[src/rtl/bcd_rtc_pkg.sv]
package bcd_rtc_pkg;

   localparam int CTRL_W   = 5;
   localparam int COMP_W   = 16;
   localparam int N_FIELDS = 6;

   localparam int CB_RUN  = 0;
   localparam int CB_ALM  = 1;
   localparam int CB_12H  = 2;
   localparam int CB_RATE = 3;

   localparam int A_CTRL  = 'h00;
   localparam int A_CMD   = 'h01;
   localparam int A_SEC   = 'h02;
   localparam int A_MIN   = 'h03;
   localparam int A_HOUR  = 'h04;
   localparam int A_DAY   = 'h05;
   localparam int A_MON   = 'h06;
   localparam int A_YEAR  = 'h07;
   localparam int A_WDAY  = 'h08;
   localparam int A_ASEC  = 'h09;
   localparam int A_AMIN  = 'h0A;
   localparam int A_AHOUR = 'h0B;
   localparam int A_ADAY  = 'h0C;
   localparam int A_AMON  = 'h0D;
   localparam int A_AYEAR = 'h0E;
   localparam int A_COMPH = 'h0F;
   localparam int A_COMPL = 'h10;

   typedef struct packed {
      logic [7:0] sec;
      logic [7:0] min;
      logic [7:0] hour;
      logic [7:0] day;
      logic [7:0] mon;
      logic [7:0] year;
   } rtc_time_t;

   localparam rtc_time_t TIME_RST  = '{sec: 8'd0, min: 8'd0, hour: 8'd0,
                                       day: 8'd1, mon: 8'd1, year: 8'd0};
   localparam rtc_time_t ALARM_RST = '{sec: 8'd0, min: 8'd0, hour: 8'd0,
                                       day: 8'd1, mon: 8'd1, year: 8'd4};

   function automatic logic [7:0] bcd2bin(input logic [7:0] v);
      return 8'({4'd0, v[7:4]} * 8'd10 + {4'd0, v[3:0]});
   endfunction

   function automatic logic [7:0] bin2bcd(input logic [7:0] b);
      logic [7:0] t, o;
      t = b / 8'd10;
      o = b % 8'd10;
      return {t[3:0], o[3:0]};
   endfunction

   function automatic logic [7:0] month_len(input logic [7:0] m, input logic [7:0] y);
      case (m)
         8'd2:                     return (y[1:0] == 2'b00) ? 8'd29 : 8'd28;
         8'd4, 8'd6, 8'd9, 8'd11:  return 8'd30;
         default:                  return 8'd31;
      endcase
   endfunction

   function automatic logic [7:0] hour_to_reg(input logic [7:0] h, input logic mode12);
      if (!mode12)        return bin2bcd(h);
      else if (h == 8'd0) return 8'h12;
      else if (h < 8'd12) return bin2bcd(h);
      else if (h == 8'd12) return 8'h92;
      else                return 8'h80 | bin2bcd(h - 8'd12);
   endfunction

   function automatic logic [7:0] reg_to_hour(input logic [7:0] v, input logic mode12);
      logic [7:0] h12;
      if (!mode12) return bcd2bin(v & 8'h3F);
      h12 = bcd2bin({3'b000, v[4:0]});
      if (h12 == 8'd0 || h12 > 8'd12) return 8'd31;
      return ((h12 == 8'd12) ? 8'd0 : h12) + (v[7] ? 8'd12 : 8'd0);
   endfunction

endpackage

[src/rtl/rtc_prescaler.sv]
module rtc_prescaler #(
   parameter int PRESCALE  = 32768,
   parameter int HOUR_SECS = 3600
) (
   input  logic        clk,
   input  logic        rst_n,
   input  logic        run,
   input  logic        osc_tick,
   input  logic [15:0] comp,
   output logic        sec_step
);
   localparam int CNT_W = $clog2(PRESCALE + 32769);
   localparam int HC_W  = (HOUR_SECS > 1) ? $clog2(HOUR_SECS) : 1;

   logic [CNT_W-1:0] cnt;
   logic [HC_W-1:0]  hcnt;
   logic             hour_due;
   logic             last;
   int               lim;

   assign hour_due = (int'(hcnt) == HOUR_SECS - 1);

   always_comb begin
      lim = PRESCALE;
      if (hour_due) lim = PRESCALE - int'($signed(comp));
      if (lim < 1) lim = 1;
   end

   assign last     = (int'(cnt) + 1 >= lim);
   assign sec_step = run & osc_tick & last;

   always_ff @(posedge clk or negedge rst_n) begin
      if (!rst_n) begin
         cnt  <= '0;
         hcnt <= '0;
      end else begin
         if (run && osc_tick) begin
            if (last) cnt <= '0;
            else      cnt <= cnt + 1'b1;
         end
         if (sec_step) hcnt <= hour_due ? '0 : hcnt + 1'b1;
      end
   end
endmodule

[src/rtl/rtc_time_core.sv]
module rtc_time_core
   import bcd_rtc_pkg::*;
(
   input  logic      clk,
   input  logic      rst_n,
   input  logic      step,
   input  logic      commit,
   input  logic [6:0] commit_mask,
   input  rtc_time_t stg,
   input  logic [7:0] stg_wday,
   output rtc_time_t cur,
   output logic [7:0] cur_wday,
   output rtc_time_t nxt
);
   logic [7:0] mlen;
   logic       s_w, m_w, h_w, d_w, mo_w;
   logic [7:0] nxt_wday;

   always_comb begin
      mlen = month_len(cur.mon, cur.year);
      s_w  = cur.sec >= 8'd59;
      m_w  = s_w && cur.min >= 8'd59;
      h_w  = m_w && cur.hour >= 8'd23;
      d_w  = h_w && cur.day >= mlen;
      mo_w = d_w && cur.mon >= 8'd12;
      nxt.sec  = s_w  ? 8'd0 : cur.sec + 8'd1;
      nxt.min  = m_w  ? 8'd0 : (s_w ? cur.min + 8'd1 : cur.min);
      nxt.hour = h_w  ? 8'd0 : (m_w ? cur.hour + 8'd1 : cur.hour);
      nxt.day  = d_w  ? 8'd1 : (h_w ? cur.day + 8'd1 : cur.day);
      nxt.mon  = mo_w ? 8'd1 : (d_w ? cur.mon + 8'd1 : cur.mon);
      nxt.year = mo_w ? ((cur.year >= 8'd99) ? 8'd0 : cur.year + 8'd1) : cur.year;
      nxt_wday = h_w  ? ((cur_wday >= 8'd6) ? 8'd0 : cur_wday + 8'd1) : cur_wday;
   end

   always_ff @(posedge clk or negedge rst_n) begin
      if (!rst_n) begin
         cur      <= TIME_RST;
         cur_wday <= 8'd0;
      end else if (commit) begin
         if (commit_mask[0]) cur.sec  <= stg.sec;
         if (commit_mask[1]) cur.min  <= stg.min;
         if (commit_mask[2]) cur.hour <= stg.hour;
         if (commit_mask[3]) cur.day  <= stg.day;
         if (commit_mask[4]) cur.mon  <= stg.mon;
         if (commit_mask[5]) cur.year <= stg.year;
         if (commit_mask[6]) cur_wday <= stg_wday;
      end else if (step) begin
         cur      <= nxt;
         cur_wday <= nxt_wday;
      end
   end
endmodule

[src/rtl/rtc_events.sv]
module rtc_events
   import bcd_rtc_pkg::*;
(
   input  logic      clk,
   input  logic      rst_n,
   input  logic      step,
   input  logic [1:0] rate,
   input  logic      alm_en,
   input  rtc_time_t nxt,
   input  rtc_time_t alarm,
   output logic      evt_pulse,
   output logic      alarm_pulse
);
   logic [N_FIELDS-1:0][7:0] n_arr, a_arr;
   logic [N_FIELDS-1:0]      eq;
   logic                     evt_hit;

   assign n_arr = nxt;
   assign a_arr = alarm;

   for (genvar i = 0; i < N_FIELDS; i++) begin : g_cmp
      assign eq[i] = (n_arr[i] == a_arr[i]);
   end

   always_comb begin
      case (rate)
         2'd0:    evt_hit = 1'b1;
         2'd1:    evt_hit = (nxt.sec == 8'd0);
         2'd2:    evt_hit = (nxt.sec == 8'd0) && (nxt.min == 8'd0);
         default: evt_hit = (nxt.sec == 8'd0) && (nxt.min == 8'd0) && (nxt.hour == 8'd0);
      endcase
   end

   always_ff @(posedge clk or negedge rst_n) begin
      if (!rst_n) begin
         evt_pulse   <= 1'b0;
         alarm_pulse <= 1'b0;
      end else begin
         evt_pulse   <= step && evt_hit;
         alarm_pulse <= step && alm_en && (&eq);
      end
   end
endmodule

[src/rtl/rtc_regs.sv]
module rtc_regs
   import bcd_rtc_pkg::*;
#(
   parameter int ADDR_W = 6
) (
   input  logic              clk,
   input  logic              rst_n,
   input  logic              wr_en,
   input  logic [ADDR_W-1:0] addr,
   input  logic [7:0]        wr_data,
   output logic [7:0]        rd_data,
   input  rtc_time_t         cur,
   input  logic [7:0]        cur_wday,
   output logic [CTRL_W-1:0] ctrl,
   output logic [COMP_W-1:0] comp,
   output rtc_time_t         alarm,
   output rtc_time_t         stg,
   output logic [7:0]        stg_wday,
   output logic              commit,
   output logic [6:0]        commit_mask,
   output logic              upd_err
);
   logic       in_map;
   logic [4:0] a;
   logic       mode12;
   logic       cmd_wr;
   logic       cmd_ok;
   logic [6:0] f_ok;
   logic [3:0] code;

   assign in_map = ((addr >> 5) == '0);
   assign a      = addr[4:0];
   assign mode12 = ctrl[CB_12H];
   assign cmd_wr = wr_en && in_map && (a == 5'(A_CMD));
   assign code   = wr_data[3:0];

   always_comb begin
      f_ok[0] = stg.sec  < 8'd60;
      f_ok[1] = stg.min  < 8'd60;
      f_ok[2] = stg.hour < 8'd24;
      f_ok[3] = (stg.day >= 8'd1) && (stg.day <= 8'd31);
      f_ok[4] = (stg.mon >= 8'd1) && (stg.mon <= 8'd12);
      f_ok[5] = stg.year < 8'd100;
      f_ok[6] = stg_wday < 8'd7;
      cmd_ok      = 1'b0;
      commit_mask = '0;
      if (code == 4'd0) begin
         cmd_ok = 1'b1;
      end else if (code <= 4'd7) begin
         cmd_ok      = f_ok[code - 4'd1];
         commit_mask = 7'(1) << (code - 4'd1);
      end else if (code == 4'd8) begin
         cmd_ok      = &f_ok[5:0];
         commit_mask = 7'h3F;
      end
   end

   assign commit = cmd_wr && cmd_ok && (|commit_mask);

   always_ff @(posedge clk or negedge rst_n) begin
      if (!rst_n) begin
         ctrl     <= '0;
         comp     <= '0;
         alarm    <= ALARM_RST;
         stg      <= TIME_RST;
         stg_wday <= 8'd0;
         upd_err  <= 1'b0;
      end else begin
         upd_err <= cmd_wr && !cmd_ok;
         if (wr_en && in_map) begin
            case (a)
               5'(A_CTRL):  ctrl       <= wr_data[CTRL_W-1:0];
               5'(A_SEC):   stg.sec    <= bcd2bin(wr_data & 8'h7F);
               5'(A_MIN):   stg.min    <= bcd2bin(wr_data & 8'h7F);
               5'(A_HOUR):  stg.hour   <= reg_to_hour(wr_data, mode12);
               5'(A_DAY):   stg.day    <= bcd2bin(wr_data);
               5'(A_MON):   stg.mon    <= bcd2bin(wr_data);
               5'(A_YEAR):  stg.year   <= bcd2bin(wr_data);
               5'(A_WDAY):  stg_wday   <= bcd2bin(wr_data);
               5'(A_ASEC):  alarm.sec  <= bcd2bin(wr_data & 8'h7F);
               5'(A_AMIN):  alarm.min  <= bcd2bin(wr_data & 8'h7F);
               5'(A_AHOUR): alarm.hour <= reg_to_hour(wr_data, mode12);
               5'(A_ADAY):  alarm.day  <= bcd2bin(wr_data);
               5'(A_AMON):  alarm.mon  <= bcd2bin(wr_data);
               5'(A_AYEAR): alarm.year <= bcd2bin(wr_data);
               5'(A_COMPH): comp[15:8] <= wr_data;
               5'(A_COMPL): comp[7:0]  <= wr_data;
               default: ;
            endcase
         end
      end
   end

   always_comb begin
      rd_data = 8'h00;
      if (in_map) begin
         case (a)
            5'(A_CTRL):  rd_data = {{(8-CTRL_W){1'b0}}, ctrl};
            5'(A_SEC):   rd_data = bin2bcd(cur.sec);
            5'(A_MIN):   rd_data = bin2bcd(cur.min);
            5'(A_HOUR):  rd_data = hour_to_reg(cur.hour, mode12);
            5'(A_DAY):   rd_data = bin2bcd(cur.day);
            5'(A_MON):   rd_data = bin2bcd(cur.mon);
            5'(A_YEAR):  rd_data = bin2bcd(cur.year);
            5'(A_WDAY):  rd_data = bin2bcd(cur_wday);
            5'(A_ASEC):  rd_data = bin2bcd(alarm.sec);
            5'(A_AMIN):  rd_data = bin2bcd(alarm.min);
            5'(A_AHOUR): rd_data = hour_to_reg(alarm.hour, mode12);
            5'(A_ADAY):  rd_data = bin2bcd(alarm.day);
            5'(A_AMON):  rd_data = bin2bcd(alarm.mon);
            5'(A_AYEAR): rd_data = bin2bcd(alarm.year);
            5'(A_COMPH): rd_data = comp[15:8];
            5'(A_COMPL): rd_data = comp[7:0];
            default:     rd_data = 8'h00;
         endcase
      end
   end
endmodule

[src/rtl/bcd_rtc.sv]
module bcd_rtc
   import bcd_rtc_pkg::*;
#(
   parameter int PRESCALE  = 32768,
   parameter int HOUR_SECS = 3600,
   parameter int ADDR_W    = 6
) (
   input  logic              clk,
   input  logic              rst_n,
   input  logic              osc_tick,
   input  logic              wr_en,
   input  logic [ADDR_W-1:0] addr,
   input  logic [7:0]        wr_data,
   output logic [7:0]        rd_data,
   output logic              evt_pulse,
   output logic              alarm_pulse,
   output logic              upd_err_pulse
);
   if (PRESCALE < 2) begin : g_bad_prescale
      $error("PRESCALE must be at least 2");
   end
   if (HOUR_SECS < 1) begin : g_bad_hour
      $error("HOUR_SECS must be at least 1");
   end
   if (ADDR_W < 5) begin : g_bad_addr
      $error("ADDR_W must be at least 5");
   end

   logic [CTRL_W-1:0] ctrl_q;
   logic [COMP_W-1:0] comp_q;
   rtc_time_t         alarm_q, stg_q, cur_time, nxt_time;
   logic [7:0]        stg_wday, cur_wday;
   logic              commit;
   logic [6:0]        commit_mask;
   logic              sec_step;

   rtc_regs #(.ADDR_W(ADDR_W)) u_regs (
      .clk(clk), .rst_n(rst_n), .wr_en(wr_en), .addr(addr), .wr_data(wr_data),
      .rd_data(rd_data), .cur(cur_time), .cur_wday(cur_wday), .ctrl(ctrl_q),
      .comp(comp_q), .alarm(alarm_q), .stg(stg_q), .stg_wday(stg_wday),
      .commit(commit), .commit_mask(commit_mask), .upd_err(upd_err_pulse)
   );

   rtc_prescaler #(.PRESCALE(PRESCALE), .HOUR_SECS(HOUR_SECS)) u_presc (
      .clk(clk), .rst_n(rst_n), .run(ctrl_q[CB_RUN]), .osc_tick(osc_tick),
      .comp(comp_q), .sec_step(sec_step)
   );

   rtc_time_core u_core (
      .clk(clk), .rst_n(rst_n), .step(sec_step), .commit(commit),
      .commit_mask(commit_mask), .stg(stg_q), .stg_wday(stg_wday),
      .cur(cur_time), .cur_wday(cur_wday), .nxt(nxt_time)
   );

   rtc_events u_evt (
      .clk(clk), .rst_n(rst_n), .step(sec_step && !commit),
      .rate(ctrl_q[CB_RATE+1:CB_RATE]), .alm_en(ctrl_q[CB_ALM]),
      .nxt(nxt_time), .alarm(alarm_q), .evt_pulse(evt_pulse),
      .alarm_pulse(alarm_pulse)
   );
endmodule

[config.mk]
export PLATFORM = sky130hd
export DESIGN_NAME = bcd_rtc
export DESIGN_NICKNAME = d
export VERILOG_FILES = /design/src/rtl/bcd_rtc_pkg.sv /design/src/rtl/rtc_prescaler.sv /design/src/rtl/rtc_time_core.sv /design/src/rtl/rtc_events.sv /design/src/rtl/rtc_regs.sv /design/src/rtl/bcd_rtc.sv
export SDC_FILE = /design/constraint.sdc
export NUM_CORES = 1
export LEC_CHECK = 0
export ABC_AREA = 0
export BUFFER_PORTS_ARGS = -buffer_cell sky130_fd_sc_hd__buf_4
export CAP_MARGIN = 10
export CORE_UTILIZATION = 45
export DETAILED_ROUTE_END_ITERATION = 8
export PLACE_DENSITY = 0.71
export SYNTH_ARGS = -nofsm -noshare
export SYNTH_HDL_FRONTEND = slang
export SYNTH_HIERARCHICAL = 1
export SYNTH_SLANG_ARGS = --single-unit
export TNS_END_PERCENT = 10
[constraint.sdc]
create_clock -name clk -period 7.2 [get_ports clk]
set_clock_uncertainty 0.1 [all_clocks]
set_input_delay 0.36 -clock clk [delete_from_list [all_inputs] [get_ports clk]]
set_output_delay 0.36 -clock clk [all_outputs]
set_load 0.01 [all_outputs]
**After elaboration in Yosys (flattened, before gate mapping)**

Cells that the tools add are included.

- Register bits after elaboration: 213
- Input bits: 18
- Output and inout bits: 11
- Word-level logic and storage cells: 278

- Add/subtract/negate cells: 19
- $mul: 4
- Divide/modulo/power cells: 30
- Order comparisons: 23
- Equality and inequality tests: 41
- Shifts and indexed selects: 1
- Mux-type cells: 69
- Bitwise operators: 2
- Reduce and logical (&&, ||, !) cells: 61

Operators by type and width:

| kind | number |
|---|---|
| two-way mux 8 bit | 36 |
| case mux 8 bit (16 select lines) | 1 |
| divider 8 x 4 -> 8 bit, second input constant | 15 |
| remainder unit 8 x 4 -> 8 bit, second input constant | 15 |
| two-way mux 48 bit | 2 |
| two-way mux 32 bit | 2 |
| adder 8 x 1 -> 8 bit, second input constant | 7 |
| equality test 8 bit | 6 |
| logical NOT 8 bit | 6 |
| AND reduction 2 bit | 22 |
| equality test 5 x 4 -> 1 bit, second input constant | 8 |
| equality test 8 x 4 -> 1 bit, second input constant | 5 |
| greater-or-equal comparator 32 bit | 1 |
| < comparator 32 x 2 -> 1 bit, second input constant | 1 |
| two-way mux 7 bit | 4 |
| adder 8 x 4 -> 8 bit | 3 |
| equality test 5 x 3 -> 1 bit, second input constant | 4 |
| adder 17 x 1 -> 18 bit, second input constant | 1 |
| logical AND 1 bit | 18 |
| subtractor 17 x 16 -> 18 bit, first input constant | 1 |
| adder 17 x 1 -> 17 bit, second input constant | 1 |
| two-way mux 1 bit | 17 |
| two-way mux 17 bit | 1 |
| equality test 8 x 3 -> 1 bit, second input constant | 2 |
| 54 further kinds | 71 |

**Logic depth before layout (Yosys ltp)**

- Depth in word-level cells: 12
- Depth in mapped cells: 26
- Mapped depth without buffers: 22

**Hierarchy**

The synthesis kept the hierarchy.

Modules (own cells, without submodules):

| module | times used | cells each | area each (um^2) | seq. area each (um^2) |
|---|---|---|---|---|
| rtc_regs | 1 | 1,198 | 9,819.4 | 3,059.2 |
| rtc_time_core | 1 | 513 | 4,190.3 | 1,403.8 |
| rtc_prescaler | 1 | 316 | 2,657.5 | 725.7 |
| rtc_events | 1 | 81 | 656.9 | 50.0 |
| bcd_rtc | 1 | 1 | 13.8 | 0.0 |

**Worst setup path after synthesis**

OpenSTA, ideal clock, no wires.

- Kind: register to register
- Start point: register u_regs.comp[0]
- End point: register u_core/cur[20] (netlist name)
- Library setup time: 0.126 ns
- Data arrival time: 4.981 ns
- Required time: 6.974 ns
- Slack: 1.993 ns
- Cell stages (with the launch flop): 24
- Buffers on the path: 5
- Period minus slack after synthesis: 5.207 ns
- Cell sequence: dfrtp_1 -> inv_1 -> ha_1 -> or4b_4 -> buf_6 -> or4_4 -> nor2_4 -> o21a_1 -> o211ai_1 -> o41ai_2 -> ha_1 -> nor2b_1 -> o211ai_1 -> a21boi_1 -> o41a_1 -> o21ai_1 -> clkbuf_1 -> inv_1 -> clkbuf_1 -> inv_1 -> nor2_1 -> clkbuf_1 -> buf_1 -> a221o_1

- Word-level cells in the longest chain between the ends: 8

RTL lines:

| element | line | text |
|---|---|---|
| from (decl) | rtc_regs.sv:15 | `output logic [COMP_W-1:0] comp,` |
| from (signal assigned) | rtc_regs.sv:87 | `5'(A_COMPL): comp[7:0] <= wr_data;` |
| subtractor 17 x 16 -> 18 bit (*) | rtc_prescaler.sv:25 | `if (hour_due) lim = PRESCALE - int'($signed(comp));` |
| two-way mux 32 bit (*) | rtc_prescaler.sv:25 |  |
| < comparator 32 x 2 -> 1 bit | rtc_prescaler.sv:26 | `if (lim < 1) lim = 1;` |
| two-way mux 32 bit (*) | rtc_prescaler.sv:26 |  |
| greater-or-equal comparator 32 bit (*) | rtc_prescaler.sv:29 | `assign last = (int'(cnt) + 1 >= lim);` |
| bitwise AND 1 bit (*) | rtc_prescaler.sv:30 | `assign sec_step = run & osc_tick & last;` |
| via sec_step | bcd_rtc.sv:35 | `logic sec_step;` |
| nonzero test 2 bit (no source line) (*) | n/a |  |
| AND reduction 2 bit (no source line) (*) | n/a |  |

The timed path passes the listed nets; every way through them passes the cells marked *.
A chain may end at the register's enable or synchronous reset.

**Worst setup path after layout**

- Start point: register u_regs/alarm[26] (netlist name)
- End point: output rd_data[3]

- Word-level cells in the longest chain between the ends: 8
- Elaborated cells on any way between the ends: 12
- Classes of those cells: add/sub: 1; div: 2; order compare: 1; eq/ne: 1; mux: 6; reduce/logical: 1

RTL lines:

| element | line | text |
|---|---|---|
| subtractor 8 x 4 -> 8 bit | bcd_rtc_pkg.sv:68 | `else return 8'h80 \| bin2bcd(h - 8'd12);` |
| remainder unit 8 x 4 -> 8 bit | bcd_rtc_pkg.sv:51 | `o = b % 8'd10;` |
| two-way mux 7 bit | bcd_rtc_pkg.sv:67 | `else if (h == 8'd12) return 8'h92;` |
| two-way mux 8 bit | bcd_rtc_pkg.sv:66 | `else if (h < 8'd12) return bin2bcd(h);` |
| two-way mux 8 bit | bcd_rtc_pkg.sv:65 | `else if (h == 8'd0) return 8'h12;` |
| two-way mux 8 bit (*) | bcd_rtc_pkg.sv:64 | `if (!mode12) return bin2bcd(h);` |
| case mux 8 bit (16 select lines) (*) | rtc_regs.sv:97 | `case (a)` |
| two-way mux 8 bit (*) | rtc_regs.sv:96 | `if (in_map) begin` |
| to (decl) | bcd_rtc.sv:14 | `output logic [7:0] rd_data,` |

Every way passes the cells marked *; elsewhere a longest branch is shown, timed or not.

==> metrics.txt <==
worst min-delay path startpoint wr_data[4]; initial antenna violation count 1; overflow left after global routing 0; Clock Latency Late Sink 530 ps; I/O pin cnt 29; std cell rows 71; RD Place Congestion 1.01; number of routed nets with antenna violations 0; startpoint of the lowest-slack register-to-register path u_presc/hcnt[0]; Initial DRT Pass Iterations 6; H-Tree Depth 1; initial standard-cell utilization of the core 0.459; CTS Root Buffer Type sky130_fd_sc_hd__clkbuf_16; Mapped Cells 2,109; global-route wire length before repair 89.9 mm; count of different cell masters after synthesis 119; relative contribution of combinational cells to total power 0.293; Avg WL per Cell 22.7 um; reg-to-reg slack, setup 1450 ps; final setup slack of the worst path 1270 ps; share of final-layout standard cells stronger than drive strength 1 0.102; worst IR drop on VDD 0.000176 V; crit share post-route 0.824; Post-CTS Hold Fix Bufs 1; leakage power of the design 7.93 nW; final hold violation count 0; chip width 198 um; die boundary height 198 um; CTS tree built; number of flip-flops and latches in the synthesized netlist 209; minimum clock period 5930 ps; ys async rst share 1.00; power per cell area 214 mW/mm^2; area of the multi-input gates 0.0113 mm^2; Critical Path Fanout Max 22; top flip-flop cell by instance count after synthesis sky130_fd_sc_hd__dfrtp_1; Setup crit start u_regs/alarm[26]; placeable core region 0.0378 mm^2; core utilization of the finished layout 0.491; Critical Path Sink Type primary output; via density per instance 6.46; fraction of the yosys area taken by sequential cells 0.302; pre-CTS setup slack 1580 ps; fmax 169 MHz; worst slew pin tran 1330 ps; Total Routed Length 58.7 mm; result of the run finished clean; Hold Crit Class input pin to flip-flop; yosys warns 6; arrival time worst endpoint 5470 ps; HPWL reported at the end of detailed placement 43.1 mm; sequential cell area 0.00524 mm^2; Setup crit start kind flip-flop; vias post-DR 16.7k; count of final setup violators 0; fraction of power spent switching nets 0.370; post-synthesis area per instance 8.22 um^2; number of global-route vias before repair 15.4k; drc violations 0; internal power contribution 2.50 mW; count of pins over their slew limit 0; total CTS buffers 24; number of diodes 0; Total Routing Usage GR 0.296; number of sinks on the clock net 209; DRC marker count from the first detailed-route iteration 1,854; Gates resized, CTS repair 0; clock network power share 0.310; number of setup buffers added after CTS 0; category of the critical setup timing path flip-flop to primary output; Synth-to-Final Area Change 6.96%; CTS clock-pin slew for the worst setup and hold paths 60 ps; net switching power 1.47 mW; EDFF count, synth 0; maximum number of pins on one net before global-route repair 88; total die area 0.0393 mm^2; count of max-cap constraint violations 0; share of power burned in registers 0.397; post-synthesis instance area 0.0173 mm^2; TNS Setup 0 ps; number of buffers on the longest clock path 3; RSZ-0062 raised after global routing no; number of nets in the finished design 2,141; Layout fillers 3,633; worst max-slew margin expressed relative to the limit 0.107; Port-buffer cells 28; worst endpoint required time 6740 ps
power by group through the flow:
stage / Sequential (mW) / Combinational, mW / Clock [mW]
2_1_floorplan: 1.46 / 0.865 / 0
6_report: 1.58 / 1.16 / 1.23
4_1_cts: 1.57 / 1.14 / 1.25
3_5_place_dp: 1.59 / 1.13 / 0
5_1_grt: 1.60 / 1.27 / 1.30
3_3_place_gp: 1.58 / 1.11 / 0
routing by layer:
| layer | up-vias | GRT usage | share of wire |
|---|---|---|---|
| li1 | 7641 | - | - |
| met1 | 8129 | 0.405 | 0.43 |
| met2 | 779 | 0.458 | 0.44 |
| met3 | 140 | 0.0565 | 0.085 |
| met4 | 0 | 0.114 | 0.039 |
| met5 | - | 0 | 0 |
state kept, by name (all words and copies together) (netlist names):
register and cells:
u_core/cur 48, u_core/cur_wday 8, u_evt/alarm_pulse 1, u_evt/evt_pulse 1
u_presc/cnt 17, u_presc/hcnt 12, u_regs/alarm 46, u_regs/comp 16
u_regs/ctrl 5, u_regs/stg 46, u_regs/stg_wday 8, u_regs/upd_err 1
final cells by class:
type	count	area share
repair buffers	50	0.0207
multi-input cells	1712	0.608
clock buffers	38	0.0391
well taps	511	0.0345
inverters	57	0.0115
flip-flops and latches	209	0.282
clock inverters	5	0.00337
cells in the mapped netlist (all sizes together) (23+ instances only):
library cell / n / area [um^2]
dfrtp: 202 / 5050
ha: 66 / 826
nor3: 48 / 257
buf: 52 / 298
nor2: 144 / 561
xor2: 61 / 534
mux2: 55 / 619
clkbuf: 83 / 335
nand2b: 32 / 200
and3: 33 / 211
nand2: 280 / 1060
nor2b: 23 / 151
inv: 56 / 210
o21ai: 190 / 955
nand3: 91 / 455
and2: 25 / 156
xnor2: 52 / 455
mux2i: 34 / 340
a21oi: 103 / 523
a31oi: 38 / 259
nor4: 30 / 215
path summary, 6_finish.rpt:
| check | to | cells after the start |
|---|---|---|
| max | rd_data[3] | 18 |
| min | u_regs/comp[4] | 2 |
| max reg2reg | u_core/cur_wday[0] | 22 |
| min reg2reg | u_regs/stg[41] | 2 |
| max in group asynchronous | u_regs/stg[36] | 3 |
| min in group asynchronous | u_presc/cnt[8] | 2 |
placed cells by master (no fill, tap or decap), types with 13 or more instances in the layout:
master and count:
sky130_fd_sc_hd__nand2_1 278, sky130_fd_sc_hd__dfrtp_1 202, sky130_fd_sc_hd__o21ai_0 176, sky130_fd_sc_hd__nor2_1 139, sky130_fd_sc_hd__a21oi_1 101, sky130_fd_sc_hd__nand3_1 91
sky130_fd_sc_hd__ha_1 66, sky130_fd_sc_hd__xor2_1 60, sky130_fd_sc_hd__inv_1 56, sky130_fd_sc_hd__xnor2_1 52, sky130_fd_sc_hd__mux2_2 51, sky130_fd_sc_hd__buf_4 48
sky130_fd_sc_hd__nor3_1 46, sky130_fd_sc_hd__a31oi_1 36, sky130_fd_sc_hd__mux2i_1 34, sky130_fd_sc_hd__and3_1 32, sky130_fd_sc_hd__nand2b_1 32, sky130_fd_sc_hd__nor4_1 27
sky130_fd_sc_hd__clkbuf_16 25, sky130_fd_sc_hd__and2_1 23, sky130_fd_sc_hd__nor2b_1 22, sky130_fd_sc_hd__o31ai_1 21, sky130_fd_sc_hd__o211ai_1 20, sky130_fd_sc_hd__a21o_1 19
sky130_fd_sc_hd__a211oi_1 19, sky130_fd_sc_hd__nand4_1 19, sky130_fd_sc_hd__a22o_1 18, sky130_fd_sc_hd__or3_1 15, sky130_fd_sc_hd__a221oi_1 14, sky130_fd_sc_hd__o21ai_1 13
sky130_fd_sc_hd__nand3b_1 13
per-stage QoR:
step                power (mW)  instances  hold WS (ps)  area [um^2]
global placement          2.69       2538           345        17700
detailed placement        2.72       2538           360        17700
finish                    3.97       2582          51.6        18500
CTS                       3.96       2582          29.2        18500
global route              4.16       2582          35.3        18500
floorplan                 2.33       2113         -35.6        17400
critical path, cell delays in order (launching register included):
cell                       delay [ps]
sky130_fd_sc_hd__dfrtp_1          860
sky130_fd_sc_hd__clkinv_1         450
sky130_fd_sc_hd__ha_1             490
sky130_fd_sc_hd__nor2b_1          170
sky130_fd_sc_hd__a22o_1           260
sky130_fd_sc_hd__a32oi_1          200
sky130_fd_sc_hd__and2_1           250
sky130_fd_sc_hd__o21ai_0          110
sky130_fd_sc_hd__a21oi_1          190
sky130_fd_sc_hd__ha_1             220
sky130_fd_sc_hd__nand2_1           80
sky130_fd_sc_hd__o21ai_0           90
sky130_fd_sc_hd__a211oi_1         100
sky130_fd_sc_hd__o21ai_0          130
sky130_fd_sc_hd__o311ai_0         200
sky130_fd_sc_hd__a222oi_1         470
sky130_fd_sc_hd__a21oi_1          140
sky130_fd_sc_hd__a311o_1          370
sky130_fd_sc_hd__buf_4            160
cells by family after synthesis:
group | after synthesis | synth area share
mux | 90 | 0.0566
xor+xnor | 113 | 0.0571
simple gates | 822 | 0.240
other cells | 2 | 0.000433
flops | 209 | 0.302
compound gates | 609 | 0.242
fa+ha+maj | 72 | 0.0528
buf+inv | 192 | 0.0489
Power figures use the tool's default switching activity.
